--- config.mk ---
export PLATFORM = sky130hd
export DESIGN_NAME = mlt3_tx_encoder
export DESIGN_NICKNAME = d
export VERILOG_FILES = /design/src/rtl/mlt3_tx_pkg.sv /design/src/rtl/tx_symbol_timer.sv /design/src/rtl/tx_serializer.sv /design/src/rtl/tx_line_coder.sv /design/src/rtl/mlt3_tx_encoder.sv
export SDC_FILE = /design/constraint.sdc
export NUM_CORES = 1
export LEC_CHECK = 0
export BUFFER_PORTS_ARGS = -buffer_cell sky130_fd_sc_hd__buf_2
export CAP_MARGIN = 15
export CORE_UTILIZATION = 25
export CTS_BUF_LIST = sky130_fd_sc_hd__clkbuf_8
export CTS_CLUSTER_SIZE = 20
export DETAILED_ROUTE_END_ITERATION = 16
export GPL_ROUTABILITY_DRIVEN = 0
export SKIP_CTS_REPAIR_TIMING = 1
export SYNTH_ARGS = -nofsm -noshare
export SYNTH_HDL_FRONTEND = slang
export SYNTH_HIERARCHICAL = 1
export SYNTH_SLANG_ARGS = --single-unit
--- constraint.sdc ---
create_clock -name clk -period 4.45 [get_ports clk]
set_input_delay 0.445 -clock clk [delete_from_list [all_inputs] [get_ports clk]]
set_output_delay 0.445 -clock clk [all_outputs]
set_load 0.1 [all_outputs]
--- src/rtl/mlt3_tx_pkg.sv ---
package mlt3_tx_pkg;
  localparam int NIB_W = 4;
  localparam int CG_W  = 5;
  localparam logic [CG_W-1:0] IDLE_CG = 5'b11111;

  typedef enum logic [1:0] {
    LVL_ZERO = 2'b00,
    LVL_POS  = 2'b01,
    LVL_NEG  = 2'b11
  } level_e;

  function automatic logic [CG_W-1:0] nib_to_group(input logic [NIB_W-1:0] n);
    case (n)
      4'h0: nib_to_group = 5'b11110;
      4'h1: nib_to_group = 5'b01001;
      4'h2: nib_to_group = 5'b10100;
      4'h3: nib_to_group = 5'b10101;
      4'h4: nib_to_group = 5'b01010;
      4'h5: nib_to_group = 5'b01011;
      4'h6: nib_to_group = 5'b01110;
      4'h7: nib_to_group = 5'b01111;
      4'h8: nib_to_group = 5'b10010;
      4'h9: nib_to_group = 5'b10011;
      4'hA: nib_to_group = 5'b10110;
      4'hB: nib_to_group = 5'b10111;
      4'hC: nib_to_group = 5'b11010;
      4'hD: nib_to_group = 5'b11011;
      4'hE: nib_to_group = 5'b11100;
      default: nib_to_group = 5'b11101;
    endcase
  endfunction
endpackage

--- src/rtl/tx_symbol_timer.sv ---
module tx_symbol_timer #(
  parameter int PERIOD = 5
) (
  input  logic clk,
  input  logic rst,
  output logic load
);
  localparam int CW = (PERIOD > 1) ? $clog2(PERIOD) : 1;
  localparam logic [CW-1:0] LAST = CW'(PERIOD - 1);

  logic [CW-1:0] cnt;

  always_ff @(posedge clk) begin
    if (rst) cnt <= '0;
    else if (cnt == LAST) cnt <= '0;
    else cnt <= cnt + 1'b1;
  end

  assign load = (cnt == '0);

  // strobes are isolated, never on two edges in a row
  a_r2_strobe_gap: assert property (@(posedge clk) disable iff (rst)
    load |=> !load);
endmodule

--- src/rtl/tx_serializer.sv ---
module tx_serializer #(
  parameter int W = 5
) (
  input  logic         clk,
  input  logic         rst,
  input  logic         load,
  input  logic [W-1:0] group_in,
  output logic         bit_out
);
  logic [W-1:0] sr;

  always_ff @(posedge clk) begin
    if (rst) sr <= '0;
    else if (load) sr <= group_in;
    else sr <= {sr[W-2:0], 1'b0};
  end

  assign bit_out = sr[W-1];

  // between loads the next lower bit moves to the serial output
  a_r5_msb_first: assert property (@(posedge clk) disable iff (rst)
    !load |=> bit_out == $past(sr[W-2]));
endmodule

--- src/rtl/tx_line_coder.sv ---
module tx_line_coder
  import mlt3_tx_pkg::*;
(
  input  logic       clk,
  input  logic       rst,
  input  logic       bit_in,
  output logic [1:0] level
);
  logic       nrzi;
  logic       nrzi_prev;
  logic [1:0] step_pos;
  logic       transition;

  always_ff @(posedge clk) begin
    if (rst) begin
      nrzi      <= 1'b0;
      nrzi_prev <= 1'b0;
    end else begin
      nrzi      <= nrzi ^ bit_in;
      nrzi_prev <= nrzi;
    end
  end

  assign transition = nrzi ^ nrzi_prev;

  always_ff @(posedge clk) begin
    if (rst) step_pos <= 2'd0;
    else if (transition) step_pos <= step_pos + 2'd1;
  end

  always_comb begin
    case (step_pos)
      2'd1:    level = LVL_POS;
      2'd3:    level = LVL_NEG;
      default: level = LVL_ZERO;
    endcase
  end

  // a serial one toggles the NRZI state
  a_r6_nrzi_toggle: assert property (@(posedge clk) disable iff (rst)
    bit_in |=> nrzi != $past(nrzi));
  // a serial zero leaves it alone
  a_r6_nrzi_hold: assert property (@(posedge clk) disable iff (rst)
    !bit_in |=> nrzi == $past(nrzi));
  // no transition, no level change
  a_r7_level_hold: assert property (@(posedge clk) disable iff (rst)
    !transition |=> $stable(level));
  // each transition changes the level
  a_r7_level_step: assert property (@(posedge clk) disable iff (rst)
    transition |=> level != $past(level));
  // only three legal codes
  a_r9_level_legal: assert property (@(posedge clk) disable iff (rst)
    level != 2'b10);
endmodule

--- src/rtl/mlt3_tx_encoder.sv ---
module mlt3_tx_encoder
  import mlt3_tx_pkg::*;
#(
  parameter int GROUP_LEN = CG_W
) (
  input  logic             clk,
  input  logic             rst,
  input  logic             frame_en,
  input  logic             nib_valid,
  input  logic [NIB_W-1:0] nib_data,
  output logic             nib_ready,
  output logic [1:0]       line_level
);
  logic            load;
  logic            take;
  logic [CG_W-1:0] group;
  logic            ser_bit;

  tx_symbol_timer #(.PERIOD(GROUP_LEN)) u_timer (
    .clk  (clk),
    .rst  (rst),
    .load (load)
  );

  assign nib_ready = load & frame_en & ~rst;
  assign take      = nib_ready & nib_valid;
  assign group     = take ? nib_to_group(nib_data) : IDLE_CG;

  tx_serializer #(.W(CG_W)) u_ser (
    .clk      (clk),
    .rst      (rst),
    .load     (load),
    .group_in (group),
    .bit_out  (ser_bit)
  );

  tx_line_coder u_coder (
    .clk    (clk),
    .rst    (rst),
    .bit_in (ser_bit),
    .level  (line_level)
  );

  // ready only while framing is enabled
  a_r2_ready_needs_en: assert property (@(posedge clk) disable iff (rst)
    nib_ready |-> frame_en);
  // after an accepting strobe, ready stays low on the next edge
  a_r8_no_back_to_back: assert property (@(posedge clk) disable iff (rst)
    nib_ready |=> !nib_ready);
endmodule

==> impl_metrics.xml <==
<?xml version="1.0" encoding="UTF-8"?>
<metrics>
  <group name="clock_network">
    <metric name="cts.reportedPaths.clkPinSlew" unit="ps">50</metric>
    <metric name="cts-htree-levels" unit="">1</metric>
    <metric name="buffers_from_clock_root_to_sink_at_most" unit="">2</metric>
    <metric name="clock-root-buffer" unit="">clkbuf_8</metric>
    <metric name="tritoncts_clock_tree" unit="">built</metric>
    <metric name="cts.sink_count" unit="">12</metric>
    <metric name="insertion_delay" unit="ps">240</metric>
    <metric name="cts-buffers-inserted" unit="">3</metric>
  </group>
  <group name="yosys">
    <metric name="ys_ff_latch" unit="">12</metric>
    <metric name="netlist_top_cells_area" unit="">dfxtp_1 (41%), ha_1 (8.6%), mux2i_1 (6.9%)</metric>
    <metric name="synth.net_count" unit="">73</metric>
    <metric name="synth_edf_count" unit="">0</metric>
    <metric name="synth_top_area_frac" unit="">0.4129</metric>
    <metric name="postSynth.topFlopCell" unit="">dfxtp_1</metric>
    <metric name="synth-async-reset-ratio" unit="">0</metric>
    <metric name="synth_warnings" unit="">6</metric>
    <metric name="netlist_instances" unit="">61</metric>
    <metric name="synth.distinct_cells" unit="">21</metric>
    <metric name="synth.cell_area" unit="µm²">581.8</metric>
    <metric name="synth_area_leader_cell" unit="">dfxtp_1</metric>
    <metric name="postSynthAreaPerCell" unit="µm²">9.538</metric>
    <metric name="fraction_of_the_yosys_area_taken_by_sequential_cells" unit="">0.4129</metric>
  </group>
  <group name="cells_and_area">
    <metric name="n_antenna_cell" unit="">0</metric>
    <metric name="post_layout_nonfiller_instances" unit="">102</metric>
    <metric name="flow.area_growth_from_synthesis" unit="%">22.15</metric>
    <metric name="drive_gt1_frac" unit="">0.2568</metric>
    <metric name="finalNetCount" unit="">87</metric>
    <metric name="multiInputGateArea" unit="µm²">315.3</metric>
    <metric name="fillerInstances" unit="">251</metric>
    <metric name="sequential_cell_area" unit="µm²">240.2</metric>
  </group>
  <group name="timing">
    <metric name="final-hold-violation-count" unit="">0</metric>
    <metric name="tightest_slew" unit="ps">483.5</metric>
    <metric name="worst_slew_margin_relative_to_its_limit" unit="">0.6799</metric>
    <metric name="setup_viol_count_final" unit="">0</metric>
    <metric name="max_freq" unit="MHz">457.4</metric>
    <metric name="slew_viol_final" unit="">0</metric>
    <metric name="grt_setup_unrepaired" unit="">no</metric>
    <metric name="post-route-period-util" unit="">0.4913</metric>
    <metric name="skew" unit="ps">3.976</metric>
    <metric name="finalCriticalPeriod" unit="ps">2186</metric>
    <metric name="setup_total_negative_slack" unit="ps">0</metric>
  </group>
  <group name="floorplanning">
    <metric name="count_of_standard_cell_rows" unit="">17</metric>
    <metric name="die_x" unit="µm">50.24</metric>
    <metric name="die_y" unit="µm">50.24</metric>
    <metric name="starting_density" unit="">0.2630</metric>
    <metric name="die-area" unit="mm²">0.002524</metric>
    <metric name="core" unit="mm²">0.002212</metric>
    <metric name="io_pins" unit="">11</metric>
  </group>
  <group name="drt">
    <metric name="avgViaCountPerCell" unit="">4.284</metric>
    <metric name="first_pass_drt_iterations" unit="">4</metric>
    <metric name="detail_route.drc_violations" unit="">0</metric>
    <metric name="total_via_count_after_detailed_routing" unit="">437</metric>
    <metric name="postRouteAntennaNets" unit="">0</metric>
    <metric name="drt_iter0_markers" unit="">2</metric>
    <metric name="routed_wl" unit="µm">892</metric>
    <metric name="wire_per_inst" unit="µm">8.745</metric>
  </group>
  <group name="grt">
    <metric name="grt_pass1_wl" unit="µm">1559</metric>
    <metric name="via_count_of_the_first_global_routing_pass" unit="">388</metric>
    <metric name="globalRouteTotalUtil" unit="">0.08624</metric>
    <metric name="initial_antenna_violation_count" unit="">0</metric>
    <metric name="grt_max_degree" unit="">15</metric>
    <metric name="grt_overflow" unit="">0</metric>
  </group>
  <group name="run_status">
    <metric name="run_status" unit="">finished clean</metric>
  </group>
  <group name="job">
    <metric name="timing.max_cap.violations" unit="">0</metric>
  </group>
  <group name="worst_hold_path">
    <metric name="holdCritPathClass" unit="">flip-flop to flip-flop</metric>
  </group>
  <group name="setup_path">
    <metric name="path_cells" unit="">inv_1 -&gt; ha_1 -&gt; and2b_1 -&gt; and3b_2 -&gt; buf_2</metric>
    <metric name="start_kind" unit="">flip-flop</metric>
    <metric name="kind_of_end_point_of_the_critical_path" unit="">output port</metric>
    <metric name="worst-path-max-fanout" unit="">6</metric>
    <metric name="crit_required" unit="ps">4010</metric>
    <metric name="critical_path.slowest_cell" unit="">buf_2</metric>
    <metric name="criticalPathCategory" unit="">flip-flop to output port</metric>
    <metric name="crit_path_max_incr_delay" unit="ps">430</metric>
    <metric name="cp.arrival" unit="ps">1740</metric>
  </group>
  <group name="power_and_ir_drop">
    <metric name="ir_worst_vdd" unit="mV">0.2297</metric>
    <metric name="design_power_total" unit="mW">0.3232</metric>
    <metric name="total_power_per_unit_cell_area" unit="mW/mm²">454.8</metric>
    <metric name="p_leak" unit="nW">0.3320</metric>
  </group>
  <group name="placed_design">
    <metric name="dpl.hpwl" unit="µm">682.9</metric>
    <metric name="placed_cells_incl_taps" unit="">98</metric>
    <metric name="portBuffers" unit="">10</metric>
  </group>
</metrics>
==> path summary, 6_finish.rpt <==
check / startpoint / endpoint / slack [ps] / cells after the start
worst min-delay path: u_ser/sr[3]$_SDFF_PP0_ / u_ser/sr[4]$_SDFF_PP0_ / 460 / 2
worst max register to register: u_timer/cnt[0]$_SDFF_PP0_ / u_ser/sr[2]$_SDFF_PP0_ / 2640 / 8
worst min register to register: u_ser/sr[3]$_SDFF_PP0_ / u_ser/sr[4]$_SDFF_PP0_ / 460 / 2
worst max-delay path: u_timer/cnt[0]$_SDFF_PP0_ / nib_ready / 2260 / 5
==> synth_stat cells, drive strengths merged, types with 2 or more instances <==
cell	count
or3	3
or2	2
and2	2
a21oi	3
mux2i	4
and3b	2
xnor2	2
nor2	9
mux2	2
inv	4
and2b	3
dfxtp	12
nand3	2
ha	4
==> logic make-up after synthesis <==
family,share of synthesized area
DFF,0.4129
adders and majority gates,0.08602
xor gates and xnor gates,0.03011
AOI/OAI and AO/OA,0.03871
buffers and inverters,0.04515
muxes,0.1075
and+or+nand+nor,0.2796
==> through the flow <==
step	hold WS [ps]	util	cell area, µm²	worst slack, ps
finish	462.5	0.3213	710.7	2264
floorplan	436.5	-	581.8	2271
detailed placement	457.2	0.2964	655.6	2513
global route	489.5	0.3213	710.7	2162
global placement	445.5	0.2964	655.6	2543
CTS	464.8	0.3213	710.7	2251
==> metal layers <==
metal / part of all wire / up-vias / global-route usage
met5: 0 / - / 0
met1: 0.44 / 200 / 0.09541
met4: 0.020 / 0 / 0.05714
li1: - / 225 / -
met3: 0.052 / 4 / 0.04545
met2: 0.48 / 8 / 0.1267
==> area by class of cell <==
cell class                 instances  area share
multi-input combinational         44      0.4437
sequential                        12      0.3380
clock buffer                       4     0.07746
timing repair buffer              10     0.07042
tap                               28     0.04930
inverter                           4     0.02113
==> power breakdown <==
part	internal, mW	switching [mW]	total [mW]
Clock	0.0780	0.0381	0.116
Combinational	0.0283	0.0492	0.0774
Sequential	0.122	0.00776	0.130
Total	0.228	0.0950	0.323
==> flip-flops by register name, summed over array words and instances (netlist names) <==
name,flops
u_timer/cnt,3
u_coder/nrzi_prev,1
u_coder/nrzi,1
u_coder/step_pos,2
u_ser/sr,5
==> placed cells by master (no fill, tap or decap) <==
cell / count
and3b_2: 2
dfxtp_1: 12
xnor2_1: 2
nor2_1: 9
a21oi_1: 3
o31ai_1: 1
or2_2: 2
mux2_1: 2
nand3_1: 2
nand2b_1: 1
nor3_1: 1
buf_2: 10
nor2b_1: 1
inv_1: 4
mux2i_1: 4
and2_1: 2
or3_1: 3
and2b_1: 3
ha_1: 4
or3b_1: 1
clkbuf_8: 4
nand2_2: 1
==> worst max-delay path: cells and delay by family (launching register included) <==
kind                       cells  cell delay [ps]
DFF                            1              300
adders and majority gates      1              170
buffers and inverters          2              500
and+or+nand+nor                2              540
Power figures use the tool's default switching activity.
